**src/rtl/xpa_pkg.sv**
```systemverilog
package xpa_pkg;
  typedef enum logic [1:0] {
    HT_IDLE   = 2'b00,
    HT_BUSY   = 2'b01,
    HT_NONSEQ = 2'b10,
    HT_SEQ    = 2'b11
  } htrans_e;

  // A transfer type asks for the slave when its upper bit is set.
  function automatic logic trans_active(input logic [1:0] t);
    return t[1];
  endfunction
endpackage

```
**src/rtl/xpa_prio_pick.sv**
```systemverilog
module xpa_prio_pick #(
  parameter int NM = 4,
  parameter int OW = $clog2(NM + 1)
) (
  input  logic [NM-1:0] valid,
  output logic          any,
  output logic [OW-1:0] idx
);
  always_comb begin
    any = |valid;
    idx = OW'(NM);
    for (int i = NM - 1; i >= 0; i--) begin
      if (valid[i]) idx = OW'(i);
    end
  end
endmodule

```
**src/rtl/xpa_addr_mux.sv**
```systemverilog
module xpa_addr_mux #(
  parameter int NM = 4,
  parameter int AW = 16,
  parameter int CW = 4,
  parameter int OW = $clog2(NM + 1)
) (
  input  logic             sel_ok,
  input  logic [OW-1:0]    sel,
  input  logic [2*NM-1:0]  m_htrans,
  input  logic [NM*AW-1:0] m_haddr,
  input  logic [NM*CW-1:0] m_hctrl,
  output logic [1:0]       s_htrans,
  output logic [AW-1:0]    s_haddr,
  output logic [CW-1:0]    s_hctrl
);
  import xpa_pkg::*;

  logic [NM-1:0] hit;

  genvar g;
  generate
    for (g = 0; g < NM; g++) begin : g_hit
      assign hit[g] = sel_ok && (sel == OW'(g));
    end
  endgenerate

  // AND-OR selection; all zero (IDLE) when no master is forwarded.
  always_comb begin
    s_htrans = HT_IDLE;
    s_haddr  = '0;
    s_hctrl  = '0;
    for (int i = 0; i < NM; i++) begin
      s_htrans = s_htrans | ({2{hit[i]}}  & m_htrans[2*i +: 2]);
      s_haddr  = s_haddr  | ({AW{hit[i]}} & m_haddr[AW*i +: AW]);
      s_hctrl  = s_hctrl  | ({CW{hit[i]}} & m_hctrl[CW*i +: CW]);
    end
  end
endmodule

```
**src/rtl/xpa_own_ctl.sv**
```systemverilog
module xpa_own_ctl #(
  parameter int NM = 4,
  parameter int OW = $clog2(NM + 1)
) (
  input  logic          clk,
  input  logic          rst,
  input  logic          s_hready,
  input  logic [NM-1:0] valid,
  input  logic          hp_any,
  input  logic [OW-1:0] hp_idx,
  output logic [OW-1:0] owner_q,
  output logic [OW-1:0] dph_q,
  output logic          sel_ok,
  output logic [OW-1:0] sel
);
  localparam logic [OW-1:0] PARK = OW'(NM);

  logic          own_hit;
  logic          waited_q;
  logic [OW-1:0] owner_n;

  always_comb begin
    own_hit = 1'b0;
    for (int i = 0; i < NM; i++) begin
      if (owner_q == OW'(i)) own_hit = valid[i];
    end
  end

  // Address-phase source: the owner while it keeps requesting; otherwise the
  // best requester, straight away if parked or if the outgoing data phase has
  // already stalled; otherwise an IDLE cycle.
  always_comb begin
    sel_ok = 1'b0;
    sel    = PARK;
    if (own_hit) begin
      sel_ok = 1'b1;
      sel    = owner_q;
    end else if (hp_any && (owner_q == PARK || waited_q)) begin
      sel_ok = 1'b1;
      sel    = hp_idx;
    end
  end

  always_comb begin
    if (sel_ok) owner_n = (hp_any && hp_idx < sel) ? hp_idx : sel;
    else        owner_n = hp_any ? hp_idx : PARK;
  end

  always_ff @(posedge clk) begin
    if (rst) begin
      owner_q  <= PARK;
      dph_q    <= PARK;
      waited_q <= 1'b0;
    end else begin
      waited_q <= ~s_hready;
      if (s_hready) begin
        owner_q <= owner_n;
        dph_q   <= sel_ok ? sel : PARK;
      end
    end
  end
endmodule

```
**src/rtl/xbar_port_arbiter.sv**
```systemverilog
module xbar_port_arbiter #(
  parameter int NM = 4,
  parameter int AW = 16,
  parameter int CW = 4,
  parameter int OW = $clog2(NM + 1)
) (
  input  logic             clk,
  input  logic             rst,
  input  logic [NM-1:0]    m_req,
  input  logic [2*NM-1:0]  m_htrans,
  input  logic [NM*AW-1:0] m_haddr,
  input  logic [NM*CW-1:0] m_hctrl,
  output logic [NM-1:0]    m_hready,
  input  logic             s_hready,
  output logic [1:0]       s_htrans,
  output logic [AW-1:0]    s_haddr,
  output logic [CW-1:0]    s_hctrl,
  output logic [OW-1:0]    owner_o,
  output logic [OW-1:0]    dphase_o
);
  import xpa_pkg::*;

  logic [NM-1:0] valid;
  logic          hp_any;
  logic [OW-1:0] hp_idx;
  logic          sel_ok;
  logic [OW-1:0] sel;
  logic [OW-1:0] owner_q;
  logic [OW-1:0] dph_q;

  genvar g;
  generate
    for (g = 0; g < NM; g++) begin : g_master
      logic granted;
      assign valid[g]    = m_req[g] & trans_active(m_htrans[2*g +: 2]);
      assign granted     = sel_ok && (sel == OW'(g));
      assign m_hready[g] = valid[g] ? (granted & s_hready)
                                    : ((dph_q == OW'(g)) ? s_hready : 1'b1);
    end
  endgenerate

  xpa_prio_pick #(.NM(NM), .OW(OW)) u_pick (
    .valid (valid),
    .any   (hp_any),
    .idx   (hp_idx)
  );

  xpa_own_ctl #(.NM(NM), .OW(OW)) u_ctl (
    .clk      (clk),
    .rst      (rst),
    .s_hready (s_hready),
    .valid    (valid),
    .hp_any   (hp_any),
    .hp_idx   (hp_idx),
    .owner_q  (owner_q),
    .dph_q    (dph_q),
    .sel_ok   (sel_ok),
    .sel      (sel)
  );

  xpa_addr_mux #(.NM(NM), .AW(AW), .CW(CW), .OW(OW)) u_mux (
    .sel_ok   (sel_ok),
    .sel      (sel),
    .m_htrans (m_htrans),
    .m_haddr  (m_haddr),
    .m_hctrl  (m_hctrl),
    .s_htrans (s_htrans),
    .s_haddr  (s_haddr),
    .s_hctrl  (s_hctrl)
  );

  assign owner_o  = owner_q;
  assign dphase_o = dph_q;
endmodule

```
**config.mk**
```make
export PLATFORM = sky130hd
export DESIGN_NAME = xbar_port_arbiter
export DESIGN_NICKNAME = d
export VERILOG_FILES = /design/src/rtl/xpa_pkg.sv /design/src/rtl/xpa_prio_pick.sv /design/src/rtl/xpa_addr_mux.sv /design/src/rtl/xpa_own_ctl.sv /design/src/rtl/xbar_port_arbiter.sv
export SDC_FILE = /design/constraint.sdc
export NUM_CORES = 1
export LEC_CHECK = 0
export BUFFER_PORTS_ARGS = -buffer_cell sky130_fd_sc_hd__buf_4
export CORE_MARGIN = 3
export CORE_UTILIZATION = 41
export DETAILED_ROUTE_END_ITERATION = 6
export GPL_ROUTABILITY_DRIVEN = 0
export GPL_TIMING_DRIVEN = 1
export HOLD_SLACK_MARGIN = 0.06
export PLACE_DENSITY = 0.86
export SLEW_MARGIN = 20
export SYNTH_ARGS = -nofsm -noshare
export SYNTH_HDL_FRONTEND = slang
export SYNTH_HIERARCHICAL = 1
export SYNTH_SLANG_ARGS = --single-unit
```
**constraint.sdc**
```tcl
create_clock -name clk -period 6.8 [get_ports clk]
set_input_delay 0.68 -clock clk [delete_from_list [all_inputs] [get_ports clk]]
set_output_delay 0.68 -clock clk [all_outputs]
set_load 0.01 [all_outputs]
```
* Word level (Yosys, flattened, before mapping)
Index checks and enable logic that the tools add are counted.
** Word-level totals
- Flip-flop bits (word level) :: 7
- Word-level logic and storage cells :: 79
- Output and inout port bits :: 32
- Input port bits :: 95
** Operators by class
- Eq/ne operators :: 10
- Order comparisons :: 1
- Reductions and logical operators :: 11
- Mux-type cells :: 24
- Bitwise logic cells :: 30
** Operators with widths (number)
- $and A16 B16 Y16 :: 4
- $or A16 B16 Y16 :: 3
- $mux W3 :: 10
- $eq A3 B2 Y1 const B :: 6
- $and A4 B4 Y4 :: 4
- $mux W1 :: 14
- $or A4 B4 Y4 :: 3
- $eq A3 B1 Y1 const B :: 3
- $logic_not A3 Y1 :: 3
- $and A1 B1 Y1 :: 8
- $and A2 B2 Y2 :: 4
- $logic_and A1 B1 Y1 :: 6
- $or A2 B2 Y2 :: 3
- $reduce_or A4 Y1 :: 1
- $eq A3 B3 Y1 const B :: 1
- $lt A3 B3 Y1 :: 1
- $logic_or A1 B1 Y1 :: 1
- $not A1 Y1 :: 1

* Depth between registers and ports, before layout
Gate-level depths: netlist (run 1).
- Depth in word-level cells :: 13
- Mapped depth :: 12
- Depth with buffers taken out :: 12

* Modules after synthesis
The synthesis (run 1) kept the hierarchy.
** Modules (own cells, without submodules)
- xpa_addr_mux :: seq. area each 0.0 µm², times used 1, area an instance 664.4 µm², cells an instance 77
- xpa_own_ctl :: seq. area each 140.1 µm², times used 1, area an instance 585.6 µm², cells an instance 68
- xbar_port_arbiter :: seq. area each 0.0 µm², times used 1, area an instance 138.9 µm², cells an instance 18
- xpa_prio_pick :: seq. area each 0.0 µm², times used 1, area an instance 40.0 µm², cells an instance 7

* Least setup slack after synthesis (run 1)
Ideal clock, no wire load.
- Kind :: input to output
- Start :: input m_req[0]
- End :: output s_haddr[0]
- Arrival time :: 2.763 ns
- Buffers on the path :: 1
- Required time :: 6.120 ns
- Stages on the path :: 10
- Path slack :: 3.357 ns
- Path through :: and2_1 > nor4_2 > inv_1 > o21ai_2 > a211oi_2 > nor2_1 > inv_1 > or3b_4 > buf_6 > o22ai_1
** On the way
- Elaborated cells on any way between the ends :: 27
- Those cells by class :: eq/ne: 3; mux: 9; bitwise: 8; reduce/logical: 7
** RTL lines
- from (decl) :: RTL line xbar_port_arbiter.sv:9 : input logic [NM-1:0] m_req,
- $and A1 B1 Y1 * :: RTL line xbar_port_arbiter.sv:35 : assign valid[g] = m_req[g] & trans_active(m_htrans[2*g +: 2]);
- $mux W3 * :: RTL line xpa_prio_pick.sv:13 : if (valid[i]) idx = OW'(i);
- named net hp_idx[2] :: RTL line xbar_port_arbiter.sv:25 : logic [OW-1:0] hp_idx;
- $mux W3 * :: RTL line xpa_own_ctl.sv:38 : end else if (hp_any && (owner_q == PARK || waited_q)) begin
- $mux W3 * :: RTL line xpa_own_ctl.sv:35 : if (own_hit) begin
- $eq A3 B1 Y1 or $logic_not A3 Y1 (tied branches) :: RTL line xpa_addr_mux.sv:23 : assign hit[g] = sel_ok && (sel == OW'(g));
- $logic_and A1 B1 Y1 :: RTL line xpa_addr_mux.sv:23
- $and A16 B16 Y16 :: RTL line xpa_addr_mux.sv:34 : s_haddr = s_haddr | ({AW{hit[i]}} & m_haddr[AW*i +: AW]);
- $or A16 B16 Y16 (2 in a row) :: RTL line xpa_addr_mux.sv:34
- $or A16 B16 Y16 * :: RTL line xpa_addr_mux.sv:34
- to (decl) :: RTL line xbar_port_arbiter.sv:16 : output logic [AW-1:0] s_haddr,
Mark *: on every way through the listed nets, which the timed path passes. The rest lies on a longest branch.

* Worst setup path after layout (run 1)
- Start :: input m_req[0]
- End :: output s_hctrl[1]
** On the way
- Elaborated cells on any way between the ends :: 27
- Those cells by class :: eq/ne: 3; mux: 9; bitwise: 8; reduce/logical: 7
** RTL lines
- $and A1 B1 Y1 * :: RTL line xbar_port_arbiter.sv:35
- named net valid[0] :: RTL line xbar_port_arbiter.sv:23 : logic [NM-1:0] valid;
- $mux W3 * :: RTL line xpa_prio_pick.sv:13
- named net hp_idx[2] :: RTL line xbar_port_arbiter.sv:25
- $mux W3 * :: RTL line xpa_own_ctl.sv:38
- $mux W3 * :: RTL line xpa_own_ctl.sv:35
- $eq A3 B1 Y1 or $logic_not A3 Y1 (tied branches) :: RTL line xpa_addr_mux.sv:23
- $logic_and A1 B1 Y1 :: RTL line xpa_addr_mux.sv:23
- $and A4 B4 Y4 :: RTL line xpa_addr_mux.sv:35 : s_hctrl = s_hctrl | ({CW{hit[i]}} & m_hctrl[CW*i +: CW]);
- $or A4 B4 Y4 (2 in a row) :: RTL line xpa_addr_mux.sv:35
- $or A4 B4 Y4 * :: RTL line xpa_addr_mux.sv:35
- to (decl) :: RTL line xbar_port_arbiter.sv:17 : output logic [CW-1:0] s_hctrl,
Marked as above.

==> impl_metrics.tcl, run 1 <==
set metrics [dict create \
    worstSkewPairLatency_ps 260 \
    grt_max_degree 50 \
    final_nets 387 \
    crit_required_ps 6120 \
    avgSynthCellArea_um2 8.405 \
    fin_crit_sh_pct 60.70 \
    regArea_um2 140.1 \
    r2r_slack_ps 4100 \
    synth_common_cells "45 x mux2i_1, 22 x o22ai_1, 12 x nor2_1" \
    slew_headroom_pct 38.02 \
    synth-seq-cells 7 \
    seq_power_share_pct 17.1 \
    crit_fanout 22 \
    switchingPower_uw 115.8 \
    hp-class "reg2reg" \
    area_growth_pct 66.46 \
    critPathKind "in2out" \
    postSynth.asyncResetShare_pct 0 \
    drive_above_1_share_pct 50.17 \
    worst_pin_slew_ps 926.9 \
    row_count 20 \
    wl_per_cell_um 16.59 \
    status "completed" \
    synth-edff-count 0 \
    start_util_pct 44.96 \
    r2r_end "u_ctl/owner_q[0]" \
    p_leak_nw 1.066 \
    grt_usage_pct 24.18 \
    hpwl_um 4472 \
    route.detailed.drc 0 \
    synth.top_cell.area_share_pct 31.52 \
    die_y_um 65.04 \
    synth.distinct_cells 50 \
    cts_tree "built" \
    r2r_cells 9 \
    p_per_area_mw_per_mm2 123.6 \
    h-tree-depth 1 \
    synthFlopType "dfxtp_1" \
    max_freq_ghz 0.2423 \
    postRouteAntennaNets 0 \
    synthTopCellsByArea "mux2i_1 32%, dfxtp_1 9.8%, o22ai_1 9.6%" \
    syn_area_mm2 0.001429 \
    combinationalPowerShare_pct 69.4 \
    slew_viol_final 0 \
    hold_viol_final 0 \
    via_count 1831 \
    grt_overflow 0 \
    ctsHoldBuffers 0 \
    startpoint_type "input pin" \
    dieArea_mm2 0.004230 \
    antenna_found_initial 0 \
    peakVddDrop_mv 0.1675 \
    switching_share_pct 39.41 \
    post_cts_buffers 0 \
    dr.pass1.iters 4 \
    yosysMostFrequentCell "mux2i_1" \
    min_path_cells 2 \
    power_frac_clock_pct 13.5 \
    hold-path-endpoint "u_ctl/dph_q[1]" \
    power_uw 293.9 \
    critPathLaunch "m_req[0]" \
    arrival_ps 3450 \
    grt_pass1_vias 1701 \
    viasPerCell 5.498 \
    syn_inst 170 \
    clock_skew_ps 9.984 \
    detail_route.iter0.violations 61 \
    synth_nets 267 \
    grt_pass1_wl_um 8190 \
    synth_warnings 6 \
    r2r-start "u_ctl/owner_q[0]" \
    internal_power_uw 178.1 \
    hold_start "u_ctl/dph_q[1]" \
    io_pins 127 \
    yosysSeqAreaShare_pct 9.807 \
    clock-sinks 7 \
    end_kind "primary output" \
    synth_top_area_cell "mux2i_1" \
    portBuffers 126 \
    clockBufferDepth 2 \
    cts_resized 0 \
    die_x_um 65.04 \
    setup_viol 0 \
    cts.reportedPaths.clkPinSlew_ps 50 \
    drv_cap 0 \
    place_area_mm2 0.002352 \
    coreArea_mm2 0.003178 \
    drt_wl_total_um 5524 \
    n_antenna_cell 0 \
    cts_root_buf "clkbuf_4" \
    fin_area_mm2 0.002379 \
    cts_buffers 3 \
    num-fill-cells 250 \
    multi_input_area_mm2 0.001177 \
    fin_tns_setup_ps 0 \
    rsz0062_at_grt "false" \
    min_period_ps 4128 \
]
layer usage:
metal  part of all wire, %  up-vias  wire length (um)  track usage, %
met5                     0        -                 0               0
met4                  0.27        0                15           3.368
met3                   9.0        3               497           5.719
met2                    51       81              2838           44.32
met1                    39      835              2171           29.03
li1                      -      912                 -               -
power groups by stage:
stage                     combinational [mW]  clock, mW  sequential, mW
after floorplan                        0.118          0          0.0508
after global placement                 0.200          0          0.0508
after detailed placement               0.203          0          0.0510
after CTS                              0.204     0.0404          0.0502
after global routing                   0.220     0.0444          0.0509
final                                  0.204     0.0397          0.0503
critical path, cell delays in order:
cell and delay [ps]:
buf_4 110, and2_1 210, nor4_2 510, inv_1 210, o21ai_2 180, a211oi_2 90, nor2_1 210, inv_1 120
nand3b_1 710, o22ai_1 180, buf_4 210
metrics by stage:
| step | instances | setup WS [ps] | utilization (%) | hold slack, ps |
|---|---|---|---|---|
| global placement | 329 | 2898 | 74.02 | 598.6 |
| detailed placement | 329 | 2757 | 74.02 | 550.4 |
| floorplan | 170 | 3357 | - | 543.8 |
| CTS | 333 | 2733 | 74.84 | 562.2 |
| finish | 333 | 2672 | 74.84 | 569.4 |
| global route | 333 | 2388 | 74.84 | 607.0 |
worst max-delay path by stage:
stage / to / cells past startpoint
2_1_floorplan: s_haddr[0] / 10
3_3_place_gp: s_haddr[14] / 11
3_5_place_dp: s_haddr[14] / 11
4_1_cts: s_hctrl[1] / 11
5_1_grt: s_hctrl[1] / 11
6_report: s_hctrl[1] / 11
registers in the layout, summed over array words and instances, names as in the netlist:
name,cells
u_ctl/waited_q,1
u_ctl/owner_q,3
u_ctl/dph_q,3
placed cells by master (no fill, tap or decap), types with 3 or more instances in the layout:
| master | count |
|---|---|
| and2_1 | 4 |
| a21oi_1 | 4 |
| o22ai_1 | 22 |
| clkbuf_4 | 3 |
| a211oi_1 | 5 |
| nor4_1 | 3 |
| nor2_1 | 12 |
| nor3_1 | 4 |
| buf_4 | 127 |
| mux2i_1 | 45 |
| dfxtp_1 | 7 |
| inv_1 | 6 |
cell families after synthesis:
logic type | share of synthesized area, %
and+or+nand+nor | 19.53
muxes | 35.73
AOI/OAI and AO/OA | 25.31
buffers and inverters | 7.880
adders and majority gates | 1.751
DFF | 9.807
layout make-up:
class | instances | area share, %
inverters | 7 | 1.105
clock buffers | 4 | 1.105
multi-input cells | 144 | 49.50
flip-flops and latches | 7 | 5.892
well taps | 44 | 2.315
repair buffers | 127 | 40.08
No activity file was read; power rests on OpenSTA's default activity.
==> run 2: changes to the inputs <==
--- a/config.mk
+++ b/config.mk
@@ -7,12 +7,12 @@
 export LEC_CHECK = 0
 export BUFFER_PORTS_ARGS = -buffer_cell sky130_fd_sc_hd__buf_4
 export CORE_MARGIN = 3
-export CORE_UTILIZATION = 41
+export CORE_UTILIZATION = 35
 export DETAILED_ROUTE_END_ITERATION = 6
 export GPL_ROUTABILITY_DRIVEN = 0
 export GPL_TIMING_DRIVEN = 1
 export HOLD_SLACK_MARGIN = 0.06
-export PLACE_DENSITY = 0.86
+export PLACE_DENSITY = 0.78
 export SLEW_MARGIN = 20
 export SYNTH_ARGS = -nofsm -noshare
 export SYNTH_HDL_FRONTEND = slang
==> constraint.sdc (replaced) <==
create_clock -name clk -period 3.4 [get_ports clk]
set_input_delay 0.34 -clock clk [delete_from_list [all_inputs] [get_ports clk]]
set_output_delay 0.34 -clock clk [all_outputs]
set_load 0.01 [all_outputs]
==> run 2 against run 1 <==
Sequential power up 99%. Total power up 120%. Register-to-register slack worse by 3400 ps. Global-route usage down 2.6 points. Routed wire length up 5.7%. Critical endpoint is now s_htrans[0]. Highest routed layer unchanged.
==> impl_metrics.tcl, run 2 (same netlist as run 1, synthesis figures left out) <==
set metrics [dict create \
    dr.pass1.iters 6 \
    r2r_end "u_ctl/owner_q[1]" \
    cp_num_buf_inv 4 \
    detail_route.iter0.violations 71 \
    route.detailed.drc 0 \
    p_per_area_mw_per_mm2 259.9 \
    final_nets 391 \
    coreArea_mm2 0.003799 \
    end_kind "primary output" \
    r2r-start "u_ctl/owner_q[0]" \
    cts_resized 0 \
    wl_per_cell_um 17.12 \
    min_path_cells 2 \
    drv_cap 0 \
    grt_max_degree 43 \
    antenna_found_initial 0 \
    start_util_pct 37.62 \
    rsz0062_at_grt "false" \
    cts.reportedPaths.clkPinSlew_ps 40 \
    peakVddDrop_mv 0.2776 \
    grt_pass1_wl_um 8652 \
    grt_usage_pct 21.55 \
    slew_headroom_pct 66.75 \
    clockBufferDepth 2 \
    fin_ws_ps 361.8 \
    via_count 1906 \
    clock-sinks 7 \
    power_uw 635.8 \
    hold_start "rst" \
    slew_viol_final 0 \
    drive_above_1_share_pct 51.19 \
    r2r_cells 10 \
    h-tree-depth 1 \
    hpwl_um 4659 \
    ctsHoldBuffers 0 \
    cts_buffers 3 \
    die_x_um 69.90 \
    row_count 22 \
    worstSkewPairLatency_ps 230 \
    critPathKind "in2out" \
    slowest_delay_ps 520 \
    hp-class "in2reg" \
    portBuffers 126 \
    startpoint_type "input pin" \
    cp.depth 11 \
    area_growth_pct 71.19 \
    place_area_mm2 0.002400 \
    postRouteAntennaNets 0 \
    clock_skew_ps 2.018 \
    hold-path-endpoint "u_ctl/waited_q" \
    viasPerCell 5.589 \
    die_y_um 69.90 \
    cts_tree "built" \
    mostFrequentLayoutCells "130 x buf_4, 45 x mux2i_1, 22 x o22ai_1" \
    hold_viol_final 0 \
    slowest_stage "or3b_4" \
    place_ws_ps 415.8 \
    fin_tns_setup_ps 0 \
    arrival_ps 2700 \
    drt_wl_total_um 5839 \
    dieArea_mm2 0.004885 \
    max_freq_ghz 0.3291 \
    cts_root_buf "clkbuf_8" \
    fin_area_mm2 0.002446 \
    n_antenna_cell 0 \
    reg.largest.list "u_ctl/dph_q (3), u_ctl/owner_q (3), u_ctl/waited_q (1)" \
    grt_overflow 0 \
    final_common_cell "buf_4" \
    grt_pass1_vias 1736 \
    post_cts_buffers 0 \
    p_leak_nw 1.099 \
    fin_crit_sh_pct 89.36 \
    min_period_ps 3038 \
    io_pins 127 \
    worst_pin_slew_ps 494.9 \
    setup_viol 0 \
    critPathTopFamily "simple AND/OR/NAND/NOR gates" \
    crit_required_ps 3060 \
    crit_fanout 22 \
    r2r_slack_ps 670 \
    status "completed" \
    crit_path_cell_trace "buf_4 > and2_1 > nor4_2 > inv_1 > o21ai_2 > a211oi_2 > nor2_1 > inv_1 > or3b_4 > o22ai_1 > buf_4" \
]
-- run 2: cell count changes in the layout (fill, tap and decap cells not counted), sizes merged --
cell,change
clkbuf,-1
buf,+4
clkinv,+1
-- run 2: final cells by class --
cell class / count / area [um^2]
Multi-Input combinational cell: 144 / 1177
Tap cell: 48 / 60.06
Inverter: 7 / 26.28
Timing Repair Buffer: 131 / 996.0
Clock buffer: 3 / 41.29
Clock inverter: 1 / 5.005
Fill cell: 372 / 1353
Sequential cell: 7 / 140.1
-- run 2: power breakdown --
part / total (mW) / internal (mW) / switching [mW]
logic: 0.419 / 0.228 / 0.191
clock network: 0.116 / 0.0794 / 0.0368
registers: 0.100 / 0.0894 / 0.0108
-- run 2: worst max path at each step --
| stage | from | endpoint | slack [ps] |
|---|---|---|---|
| finish | m_req[0] | s_htrans[0] | 360 |
| global route | m_req[0] | s_haddr[14] | 170 |
| CTS | m_req[0] | s_htrans[0] | 370 |
| detailed placement | m_req[0] | s_htrans[0] | 420 |
| global placement | m_req[0] | s_htrans[0] | 510 |
| floorplan | m_req[0] | s_haddr[0] | 640 |
-- run 2: routing by layer --
layer,vias up,part of all wire [%],track usage [%]
met3,12,7.0,4.460
met1,884,41,26.01
met4,0,2.5,8.298
li1,915,-,-
met2,95,49,37.15
met5,-,0,0
-- run 2: stage by stage --
step | hold slack [ps] | std cells | util [%]
detailed placement | 537.7 | 337 | 63.18
global placement | 557.9 | 337 | 63.18
floorplan | 524.3 | 170 | -
CTS | 333.4 | 341 | 64.39
global route | 341.5 | 341 | 64.39
finish | 338.7 | 341 | 64.39
==> run 3: changes to the inputs <==
--- a/config.mk
+++ b/config.mk
@@ -5,9 +5,10 @@
 export SDC_FILE = /design/constraint.sdc
 export NUM_CORES = 1
 export LEC_CHECK = 0
+export ABC_AREA = 1
 export BUFFER_PORTS_ARGS = -buffer_cell sky130_fd_sc_hd__buf_4
 export CORE_MARGIN = 3
-export CORE_UTILIZATION = 35
+export CORE_UTILIZATION = 38
 export DETAILED_ROUTE_END_ITERATION = 6
 export GPL_ROUTABILITY_DRIVEN = 0
 export GPL_TIMING_DRIVEN = 1
==> run 3 against run 2 <==
Worst setup slack better by 260 ps. Via count up 35%. Clock-buffer cell count unchanged. Clock power about the same. Core utilization down 1.1 points. Routed wire length up 11%. Synthesized cell count up 110%. Critical path type is now reg2out. Flip-flop and latch count unchanged. Final cell count up 55%. Sequential power about the same.
==> impl_metrics.tcl, run 3 <==
set metrics [dict create \
    status "completed" \
    finalNonFillerCells 529 \
    top_layer_used "met4" \
    synth_compound_area_share_pct 6.389 \
    synth-edff-count 0 \
    yosysMostFrequentCell "nand3_1" \
    synth_common_cells "98 x nand3_1, 97 x nand2_1, 80 x inv_1" \
    p_leak_nw 1.701 \
    clockBufferDepth 2 \
    wl_per_cell_um 12.28 \
    critPathKind "reg2out" \
    cp.depth 13 \
    synth_top_family_by_area "simple AND/OR/NAND/NOR gates" \
    dr.pass1.iters 4 \
    portBuffers 126 \
    fin_tns_setup_ps 0 \
    synth.distinct_cells 24 \
    synth.top_cell.area_share_pct 28.14 \
    slew_viol_final 0 \
    start_util_pct 39.75 \
    h-tree-depth 1 \
    yosysSeqAreaShare_pct 8.040 \
    n_antenna_cell 0 \
    clock-sinks 7 \
    power_frac_clock_pct 16.2 \
    internal_power_uw 384.5 \
    crit_required_ps 3060 \
    ctsHoldBuffers 0 \
    yosys.area_share.xor_xnor_pct 0 \
    worstSkewPairLatency_ps 230 \
    area_growth_pct 59.30 \
    rsz0062_at_grt "false" \
    max_freq_ghz 0.3595 \
    coreArea_mm2 0.004384 \
    postRouteAntennaNets 0 \
    switchingPower_uw 321.3 \
    fin_crit_sh_pct 81.81 \
    muxShareOfSynthArea_pct 0 \
    post_cts_buffers 0 \
    critPathTopFamily "buffers and inverters" \
    grt_max_degree 89 \
    row_count 24 \
    power_uw 705.8 \
    path_common_cell "nand2_1" \
    setup_viol 0 \
    dieArea_mm2 0.005435 \
    via_count 2566 \
    io_pins 127 \
    syn_inst 356 \
    slowest_stage "dfxtp_1" \
    cts_resized 0 \
    startpoint_type "flop" \
    hpwl_um 5171 \
    cp_num_buf_inv 5 \
    cts_tree "built" \
    viasPerCell 4.851 \
    final_nets 575 \
    synth_warnings 6 \
    cts_root_buf "clkbuf_8" \
    end_kind "primary output" \
    synth_top_area_cell "nand3_1" \
    synthFlopType "dfxtp_1" \
    arrival_ps 2440 \
    final_common_cell "buf_4" \
    synth_nets 453 \
    hp-class "in2reg" \
    drive_above_1_share_pct 33.96 \
    grt_pass1_vias 2135 \
    detail_route.iter0.violations 117 \
    grt_overflow 0 \
    mostFrequentLayoutCells "133 x buf_4, 98 x nand3_1, 97 x nand2_1" \
    synthSimpleGateAreaFrac_pct 60.52 \
    min_period_ps 2782 \
    synth_fa_ha_area_share_pct 1.436 \
    p_per_area_mw_per_mm2 254.2 \
    drt_wl_total_um 6498 \
    crit_path_cell_trace "inv_2 > nand3_1 > nand2_1 > nand2_4 > o21ai_0 > inv_1 > nor2_4 > buf_12 > nand3_1 > nand2_1 > inv_1 > nand2_1 > buf_4" \
    synthTopCellsByArea "nand3_1 28%, nand2_1 21%, inv_1 17%" \
    clock_skew_ps 1.023 \
    min_path_cells 2 \
    wl_met1_um 2574 \
    grt_pass1_wl_um 9577 \
    route.detailed.drc 0 \
    combinationalPowerShare_pct 69.8 \
    crit_fanout 88 \
    die_y_um 73.73 \
    peakVddDrop_mv 0.2644 \
    num-fill-cells 441 \
    drv_cap 0 \
    antenna_found_initial 0 \
    die_x_um 73.73 \
    reg.largest.list "u_ctl/dph_q (3), u_ctl/owner_q (3), u_ctl/waited_q (1)" \
    slew_headroom_pct 69.42 \
    avgSynthCellArea_um2 4.896 \
    syn_area_mm2 0.001743 \
    cts.reportedPaths.clkPinSlew_ps 40 \
    met2_length_um 3283 \
    seq_power_share_pct 13.9 \
    wl_met3_um 527 \
    hold_viol_final 0 \
    grt_usage_pct 21.67 \
    postSynth.asyncResetShare_pct 0 \
    synth-seq-cells 7 \
    r2r_cells 11 \
    dp_cells 525 \
    slowest_delay_ps 380 \
    switching_share_pct 45.52 \
    cts_buffers 3 \
    worst_pin_slew_ps 455.9 \
]
==> run 3: cell count changes after synthesis, moves of 5 or more <==
cell	change
nand2_2	+7
mux2i_1	-45
nand4_1	+5
o21ai_0	+6
inv_1	+74
nand3_1	+98
o22ai_1	-22
buf_2	+11
nand2_1	+95
==> run 3: worst register-to-register path: cells and delay by family (launching register included) <==
kind	cells	cell delay, ps
and+or+nand+nor	6	560
adders and majority gates	1	330
DFF	1	380
AOI/OAI and AO/OA	3	880
buffers and inverters	1	110
==> run 3: worst paths after layout <==
check                   start                to  slack [ps]
max          u_ctl/owner_q[0]        s_haddr[6]         620
min                       rst    u_ctl/waited_q         320
max reg2reg  u_ctl/owner_q[0]  u_ctl/owner_q[2]        1070
min reg2reg    u_ctl/dph_q[0]    u_ctl/dph_q[0]         530
==> run 3: kinds of logic after synthesis <==
logic type,count (synthesis)
adder cells (fa/ha/maj),2
flip-flops,7
AND/OR/NAND/NOR,228
AO/OA/AOI/OAI,18
buffers and inverters,101
==> run 3: cell type report <==
type	count	area [um^2]	share of cell area, %
clock buffers	3	41.29	1.487
clock inverters	1	5.005	0.1803
inverters	84	315.3	11.36
multi-input cells	248	1191	42.90
flip-flops and latches	7	140.1	5.047
well taps	52	65.06	2.343
repair buffers	134	1018	36.68
==> run 3: power groups by stage <==
stage          clock network, mW  registers [mW]  logic, mW
6_report                   0.114          0.0985      0.493
5_1_grt                    0.124          0.0996      0.545
4_1_cts                    0.118          0.0984      0.494
3_5_place_dp                   0          0.0996      0.491
3_3_place_gp                   0          0.0995      0.484
2_1_floorplan                  0           0.101      0.281
==> run 3: layer usage <==
| metal | GRT usage (%) | up-vias |
|---|---|---|
| li1 | - | 1346 |
| met1 | 26.52 | 1118 |
| met2 | 39.17 | 92 |
| met3 | 2.736 | 10 |
| met4 | 6.036 | 0 |
| met5 | 0 | - |
==> run 3: through the flow <==
| step | util (%) | setup slack, ps | area (um^2) | hold slack (ps) |
|---|---|---|---|---|
| floorplan | - | 1204 | 1743 | 440.7 |
| global placement | 62.27 | 692.3 | 2730 | 518.9 |
| detailed placement | 62.27 | 641.9 | 2730 | 535.3 |
| CTS | 63.33 | 620.2 | 2776 | 314.6 |
| global route | 63.33 | 381.0 | 2776 | 324.2 |
| finish | 63.33 | 618.3 | 2776 | 318.2 |
